<file path="src/rtl/pio_pkg.sv">
package pio_pkg;

    localparam int DATA_W  = 8;
    localparam int ADDR_W  = 8;
    localparam int N_PORTS = 3;

    typedef enum logic [1:0] {
        LOC_A    = 2'd0,
        LOC_B    = 2'd1,
        LOC_C    = 2'd2,
        LOC_CTRL = 2'd3
    } loc_e;

    typedef struct packed {
        logic       mode_flag;
        logic [1:0] spare_hi;
        logic       a_in;
        logic       c_hi_in;
        logic       spare_mid;
        logic       b_in;
        logic       c_lo_in;
    } ctrl_t;

    localparam logic [DATA_W-1:0] CTRL_RESET = 8'h9B;

    typedef struct packed {
        logic [DATA_W-1:0] data;
        logic              valid;
    } rd_rsp_t;

    function automatic logic [ADDR_W-1:0] map_mask(input bit alt);
        return alt ? 8'hF5 : 8'hFC;
    endfunction

    function automatic logic [ADDR_W-1:0] map_match(input bit alt);
        return alt ? 8'h54 : 8'h9C;
    endfunction

    function automatic int map_sel_hi(input bit alt);
        return alt ? 3 : 1;
    endfunction

    function automatic int map_sel_lo(input bit alt);
        return alt ? 1 : 0;
    endfunction

    // {upper nibble is input, lower nibble is input} for a port index
    function automatic logic [1:0] port_dir(input ctrl_t c, input int idx);
        logic [1:0] d;
        case (idx)
            0:       d = {c.a_in, c.a_in};
            1:       d = {c.b_in, c.b_in};
            default: d = {c.c_hi_in, c.c_lo_in};
        endcase
        return d;
    endfunction

    function automatic logic [DATA_W-1:0] dir_to_oe(input logic [1:0] d);
        return {{(DATA_W/2){~d[1]}}, {(DATA_W/2){~d[0]}}};
    endfunction

endpackage

</file>
<file path="src/rtl/pio_addr_decode.sv">
module pio_addr_decode
    import pio_pkg::*;
#(
    parameter bit MAP_ALT = 1'b0
) (
    input  logic [ADDR_W-1:0] addr,
    input  logic              io_cycle,
    output logic              cs,
    output loc_e              loc
);
    localparam logic [ADDR_W-1:0] MASK  = map_mask(MAP_ALT);
    localparam logic [ADDR_W-1:0] MATCH = map_match(MAP_ALT);
    localparam int                SEL_H = map_sel_hi(MAP_ALT);
    localparam int                SEL_L = map_sel_lo(MAP_ALT);

    always_comb begin
        cs  = io_cycle && ((addr & MASK) == MATCH);
        loc = loc_e'({addr[SEL_H], addr[SEL_L]});
    end
endmodule

</file>
<file path="src/rtl/pio_ctrl_reg.sv">
module pio_ctrl_reg
    import pio_pkg::*;
(
    input  logic              clk,
    input  logic              rst,
    input  logic              wr_en,
    input  logic [DATA_W-1:0] wr_data,
    output ctrl_t             ctrl
);
    ctrl_t ctrl_q;

    always_ff @(posedge clk) begin
        if (rst) begin
            ctrl_q <= ctrl_t'(CTRL_RESET);
        end else if (wr_en && wr_data[DATA_W-1]) begin
            ctrl_q <= ctrl_t'(wr_data);
        end
    end

    assign ctrl = ctrl_q;
endmodule

</file>
<file path="src/rtl/pio_port.sv">
module pio_port
    import pio_pkg::*;
(
    input  logic              clk,
    input  logic              rst,
    input  logic              wr_en,
    input  logic [DATA_W-1:0] wr_data,
    input  logic [1:0]        dir_in,
    input  logic [DATA_W-1:0] pin_in,
    output logic [DATA_W-1:0] pin_out,
    output logic [DATA_W-1:0] pin_oe,
    output logic [DATA_W-1:0] rd_val
);
    logic [DATA_W-1:0] latch_q;

    always_ff @(posedge clk) begin
        if (rst) begin
            latch_q <= '0;
        end else if (wr_en) begin
            latch_q <= wr_data;
        end
    end

    always_comb begin
        pin_oe  = dir_to_oe(dir_in);
        pin_out = latch_q;
        rd_val  = (latch_q & pin_oe) | (pin_in & ~pin_oe);
    end
endmodule

</file>
<file path="src/rtl/pio_decoded_top.sv">
module pio_decoded_top
    import pio_pkg::*;
#(
    parameter bit MAP_ALT = 1'b0
) (
    input  logic              clk,
    input  logic              rst,
    input  logic [ADDR_W-1:0] io_addr,
    input  logic              io_cycle,
    input  logic              rd_stb,
    input  logic              wr_stb,
    input  logic [DATA_W-1:0] wr_data,
    output logic [DATA_W-1:0] rd_data,
    output logic              rd_valid,
    input  logic [DATA_W-1:0] pa_pin_in,
    output logic [DATA_W-1:0] pa_pin_out,
    output logic [DATA_W-1:0] pa_pin_oe,
    input  logic [DATA_W-1:0] pb_pin_in,
    output logic [DATA_W-1:0] pb_pin_out,
    output logic [DATA_W-1:0] pb_pin_oe,
    input  logic [DATA_W-1:0] pc_pin_in,
    output logic [DATA_W-1:0] pc_pin_out,
    output logic [DATA_W-1:0] pc_pin_oe
);
    logic    cs_w;
    loc_e    loc_w;
    logic    do_wr;
    logic    do_rd;
    ctrl_t   ctrl_w;
    rd_rsp_t rsp;

    logic [DATA_W-1:0] pin_in_arr  [N_PORTS];
    logic [DATA_W-1:0] pin_out_arr [N_PORTS];
    logic [DATA_W-1:0] pin_oe_arr  [N_PORTS];
    logic [DATA_W-1:0] rd_arr      [N_PORTS];

    pio_addr_decode #(.MAP_ALT(MAP_ALT)) u_dec (
        .addr     (io_addr),
        .io_cycle (io_cycle),
        .cs       (cs_w),
        .loc      (loc_w)
    );

    assign do_wr = cs_w && wr_stb && !rd_stb;
    assign do_rd = cs_w && rd_stb && !wr_stb;

    pio_ctrl_reg u_ctrl (
        .clk     (clk),
        .rst     (rst),
        .wr_en   (do_wr && (loc_w == LOC_CTRL)),
        .wr_data (wr_data),
        .ctrl    (ctrl_w)
    );

    assign pin_in_arr[0] = pa_pin_in;
    assign pin_in_arr[1] = pb_pin_in;
    assign pin_in_arr[2] = pc_pin_in;

    for (genvar g = 0; g < N_PORTS; g++) begin : g_port
        pio_port u_port (
            .clk     (clk),
            .rst     (rst),
            .wr_en   (do_wr && (loc_w == loc_e'(g))),
            .wr_data (wr_data),
            .dir_in  (port_dir(ctrl_w, g)),
            .pin_in  (pin_in_arr[g]),
            .pin_out (pin_out_arr[g]),
            .pin_oe  (pin_oe_arr[g]),
            .rd_val  (rd_arr[g])
        );
    end

    assign pa_pin_out = pin_out_arr[0];
    assign pb_pin_out = pin_out_arr[1];
    assign pc_pin_out = pin_out_arr[2];
    assign pa_pin_oe  = pin_oe_arr[0];
    assign pb_pin_oe  = pin_oe_arr[1];
    assign pc_pin_oe  = pin_oe_arr[2];

    always_comb begin
        rsp = '0;
        if (do_rd) begin
            rsp.valid = 1'b1;
            case (loc_w)
                LOC_A:    rsp.data = rd_arr[0];
                LOC_B:    rsp.data = rd_arr[1];
                LOC_C:    rsp.data = rd_arr[2];
                default:  rsp.data = ctrl_w;
            endcase
        end
    end

    assign rd_data  = rsp.data;
    assign rd_valid = rsp.valid;
endmodule

</file>
<file path="config.mk">
export PLATFORM = sky130hd
export DESIGN_NAME = pio_decoded_top
export DESIGN_NICKNAME = d
export VERILOG_FILES = /design/src/rtl/pio_pkg.sv /design/src/rtl/pio_addr_decode.sv /design/src/rtl/pio_ctrl_reg.sv /design/src/rtl/pio_port.sv /design/src/rtl/pio_decoded_top.sv
export SDC_FILE = /design/constraint.sdc
export NUM_CORES = 1
export LEC_CHECK = 0
export BUFFER_PORTS_ARGS = -buffer_cell sky130_fd_sc_hd__buf_2
export CORE_ASPECT_RATIO = 1.25
export CORE_MARGIN = 3
export CORE_UTILIZATION = 30
export CTS_BUF_LIST = sky130_fd_sc_hd__clkbuf_4 sky130_fd_sc_hd__clkbuf_8
export CTS_CLUSTER_DIAMETER = 150
export CTS_CLUSTER_SIZE = 14
export DETAILED_ROUTE_END_ITERATION = 8
export SYNTH_ARGS = -nofsm -noshare
export SYNTH_HDL_FRONTEND = slang
export SYNTH_SLANG_ARGS = --single-unit
</file>
<file path="constraint.sdc">
create_clock -name clk -period 1.7 [get_ports clk]
set_clock_uncertainty 0.15 [all_clocks]
set_input_delay 0.17 -clock clk [delete_from_list [all_inputs] [get_ports clk]]
set_output_delay 0.17 -clock clk [all_outputs]
set_load 0.01 [all_outputs]
</file>
==> Yosys cells after proc, flatten, opt, wreduce, memory -nomap -nowiden <==
Cells that the tools add are included.
{ "totals": {"word_cells": 45, "out_inout_bits": 57, "regBits": 32, "inputBits": 45} }
{ "op_classes": {"eq_ne": 4, "n_bitwise": 16, "n_reduce_logical": 13, "n_mux": 2} }
{ "op_table": {"columns": ["cell", "count"], "rows": [
  ["$and 8x8->8", 6],
  ["$not 8->8", 3],
  ["$or 8x8->8", 3],
  ["$pmux 8 s3", 1],
  ["$logic_and 1x1->1", 10],
  ["$mux 9", 1],
  ["$eq 6x6->1 const B", 1],
  ["$eq 2x2->1 const B", 2],
  ["$not 1->1", 4],
  ["$eq 2x1->1 const B", 1],
  ["$logic_not 1->1", 2],
  ["$logic_not 2->1", 1]
]} }

==> Longest topological paths before layout <==
{ "logic_depth": {"depth_word": 6, "ltp_mapped": 5, "mapped_depth_nobuf": 3} }

==> By module <==
Synthesis repeated with hierarchy kept, for this count alone.
{ "unflattened": {"hier_cells": 199, "area_unflattened_um2": 1956.9} }
{ "by_module_without_submodules": {"columns": ["module", "area_each_um2", "seq_area_each_um2", "instances", "cells_per_inst"], "rows": [
  ["pio_port", 427.9, 160.2, 3, 42],
  ["pio_ctrl_reg", 321.6, 160.2, 1, 31],
  ["pio_decoded_top", 314.1, 0.0, 1, 37],
  ["pio_addr_decode", 37.5, 0.0, 1, 5]
]} }

==> Worst setup path after synthesis <==
No wires, ideal clock.
{ "synth_timing": {"kind": "input to output", "from": "input io_addr[5]", "to": "output rd_data[1]", "arrival_time_ps": 1615, "path_buffers": 2, "setup_slack_ps": -235, "required_ps": 1380, "stages": 5, "path_cell_list": "or3b_1 -> buf_6 -> or4b_4 -> buf_6 -> a311oi_2"} }
{ "synth_between": {"elab_chain_cells": 5} }
{ "synth_rtl": {"columns": ["item", "line_no", "text"], "rows": [
  ["start, declared", "pio_decoded_top.sv:8", "input logic [ADDR_W-1:0] io_addr,"],
  ["$eq 6x6->1", "pio_addr_decode.sv:17", "cs = io_cycle && ((addr & MASK) == MATCH);"],
  ["$logic_and 1x1->1", "pio_addr_decode.sv:17", null],
  ["$logic_and 1x1->1 (2 in series)", "pio_decoded_top.sv:45", "assign do_rd = cs_w && rd_stb && !wr_stb;"],
  ["$mux 9", "pio_decoded_top.sv:82", "if (do_rd) begin"],
  ["end, declared", "pio_decoded_top.sv:13", "output logic [DATA_W-1:0] rd_data,"]
]} }
Every way passes these cells.

==> Worst setup path after layout <==
Ends and elaborated chain as after synthesis.

==> summary.md <==
| Metric | Value |
|---|---|
| Leak pwr | `0.00145 uW` |
| Peak supply drop | `281 uV` |
| Avg Cell Area, Syn | `9.57 um2` |
| R2R Setup Slk | `0.68 ns` |
| Worst path buffer plus inverter count | `2` |
| Status | `complete, but fails checks` |
| DRT Pass-1 Iters | `4` |
| Die span in x | `80.4 um` |
| Syn_nets | `262` |
| Initial core utilization | `31.2%` |
| CP top delay family | `simple AND/OR/NAND/NOR gates` |
| # DRC | `0` |
| Yosys warning total | `0` |
| CTS tree | `yes` |
| Slowest CP cell | `or4b_4` |
| Pre-CTS setup slack | `-0.282 ns` |
| DR WL/cell | `15.7 um` |
| Global-route wire length before repair | `9690 um` |
| N_diodes | `0` |
| H-tree Lvls | `2` |
| Synth Register Bits | `32` |
| Critical path required time | `1.38 ns` |
| Die area | `0.00796 mm2` |
| Unique masters post-synth | `24` |
| Starting DRC count in detailed routing | `80` |
| Hold Fails Final Rpt | `0` |
| Via-to-Cell Ratio | `4.64` |
| RSZ-0062 raised after global routing | `true` |
| Worst min-delay path category | `input port to register` |
| Row cnt | `33` |
| Mapped Cells | `217` |
| DRT Wirelength | `6250 um` |
| Max-cap viol count | `0` |
| Final Max Slew Viols | `0` |
| Fin crit share | `114%` |
| Cts bufs inserted | `5` |
| Number of buffers added on ports | `101` |
| DP HPWL | `4710 um` |
| Largest net degree at the start of global routing | `31` |
| Failing checks | `negative setup slack` |
| Crit path max fanout | `5` |
| Final setup fails | `9` |
| Chain of cells forming the critical path | `buf_6 -> or3b_4 -> or4b_4 -> a311oi_4 -> buf_2` |
| Max Freq | `514 MHz` |
| Number of global-route vias before repair | `1847` |
| Setup Fix Bufs, Post-CTS | `0` |
| GRT Overall Usage | `16.1%` |
| CTS Buffer Depth | `2` |
| Relative slew slack | `77.2%` |
| Worst Setup Start Kind | `input port` |
| Arr. time, crit path | `1.63 ns` |
| Clock-pin slew on the worst setup and hold paths | `0.06 ns` |
| Hold Slack | `0.0103 ns` |
| Area grow syn2layout | `35.3%` |
| CP peak stage delay | `0.58 ns` |
| Layout Nets | `355` |
| Seq/Total Area, Yosys | `30.9%` |
| Setup crit end kind | `output pin` |
| Share of layout cells above drive strength 1 | `48.4%` |
| Vias | `1842` |
| Initial antenna violation count | `0` |
| Final ANT Viol Nets | `0` |
| PD cells | `545 mW/mm2` |
| Period minus WS final | `1.95 ns` |
| Core ar. | `0.00665 mm2` |
| Final Wtd Congestion | `0.708` |
| Synth Cell Area | `0.00208 mm2` |
| Critical path type | `input port to output pin` |
| Clock latency on the worst-skew pair | `0.28 ns` |
| I/O Pins | `102` |
| Worst Max-Slew Pin Slew | `0.342 ns` |
| Grt total ovfl | `0` |
| Die height | `99 um` |
| CTS root buf | `clkbuf_8` |
| CTS sink count | `32` |
| Setup WS post-layout | `-0.246 ns` |
## logic make-up after synthesis
group / after synthesis / share of synthesized area (%)
AOI/OAI and AO/OA: 24 / 8.44
buffers and inverters: 42 / 12.8
and+or+nand+nor: 65 / 21.3
DFF: 32 / 30.9
muxes: 54 / 26.6
## report_power, final
group	total (uW)	switching, uW	internal, uW
sequential	748	0.184	748
combinational	204	97.3	107
clock	576	282	294
## cell usage in the layout, fill, tap and decap left out
master / count
buf_2: 99
mux2i_1: 45
nand2b_1: 45
dfxtp_1: 31
buf_4: 13
nor2_1: 9
o22a_1: 7
o211ai_1: 7
mux2_2: 6
inv_1: 5
clkbuf_8: 5
a21oi_2: 4
buf_6: 4
buf_12: 4
a21oi_1: 3
mux2_4: 3
nor4_4: 3
or4b_4: 2
nand4_1: 1
or3b_4: 1
inv_2: 1
or2_2: 1
o21ai_0: 1
nand3b_1: 1
o22ai_1: 1
a311oi_4: 1
nand4b_1: 1
or4_1: 1
nand2_1: 1
clkbuf_4: 1
clkinv_2: 1
dlygate4sd3_1: 1
dfxtp_4: 1
## state kept, by name, summed over array words and instances, names as in the netlist
signal                 flops
g_port.u_port.pin_out     24
u_ctrl.ctrl                8
## through the flow
step                      instances  setup TNS (ns)  util [%]  power (uW)  area [um2]
after CTS                       397           -1.50      42.0        1550        2790
after global routing            397           -1.79      42.2        1600        2810
after global placement          388           -3.22      39.9         960        2650
final                           397           -1.48      42.2        1530        2810
after floorplan                 217           -1.16         -         876        2090
after detailed placement        388           -4.00      39.9         962        2650
## final timing paths
kind,startpoint,endpoint,depth (start not counted)
setup / recovery,io_addr[5],rd_data[1],5
hold / removal,wr_data[1],u_ctrl.ctrl[1],3
setup reg to reg,u_ctrl.ctrl[4],u_ctrl.ctrl[4],3
hold reg to reg,u_ctrl.ctrl[7],u_ctrl.ctrl[7],2
## cell usage after synthesis, drive strengths merged
library cell / count / area share, %
mux2i: 45 / 22
nand2b: 45 / 14
dfxtp: 32 / 31
buf: 25 / 9.8
clkbuf: 11 / 2.0
mux2: 9 / 4.9
nor2: 9 / 1.6
a21oi: 7 / 1.7
o211ai: 7 / 2.5
o22a: 7 / 3.0
inv: 6 / 1.1
nor4: 3 / 3.1
a311oi: 1 / 0.72
nand2: 1 / 0.18
nand3b: 1 / 0.36
nand4: 1 / 0.30
nand4b: 1 / 0.42
o21ai: 1 / 0.24
o22ai: 1 / 0.30
or2: 1 / 0.30
or3b: 1 / 0.42
or4: 1 / 0.36
or4b: 1 / 0.66
## cell type report
class	count	area (um2)
clock inverter	1	5.00
fill	673	3840
clock buffer	6	76.3
inverter	6	22.5
sequential	32	644
tap	87	109
timing repair buffer	121	728
multi-input combinational	144	1220
## layer usage
layer / GRT usage, % / routed length (um) / part of all wire (%) / vias to the layer above
li1: - / - / - / 916
met1: 20.4 / 2670 / 43 / 865
met2: 27.2 / 3160 / 51 / 55
met3: 3.84 / 345 / 5.5 / 6
met4: 4.29 / 73 / 1.2 / 0
met5: 0 / 0 / 0 / -
## repair_timing
action | 4_1_cts | 5_1_grt
pin swaps | 3 | 2
gates resized for setup | 12 | 4
hold buffers | 1 | 0
cloned | 1 | 0
setup endpoints to repair | 9 | 9
hold endpoints to repair | 1 | 0
## worst reg2reg max path: stages, from the launching register on
cell and delay (ns):
dfxtp_1 0.43, buf_6 0.20, nor2_1 0.07, mux2i_1 0.11
Note: power is estimated with default switching activity, not from simulation.
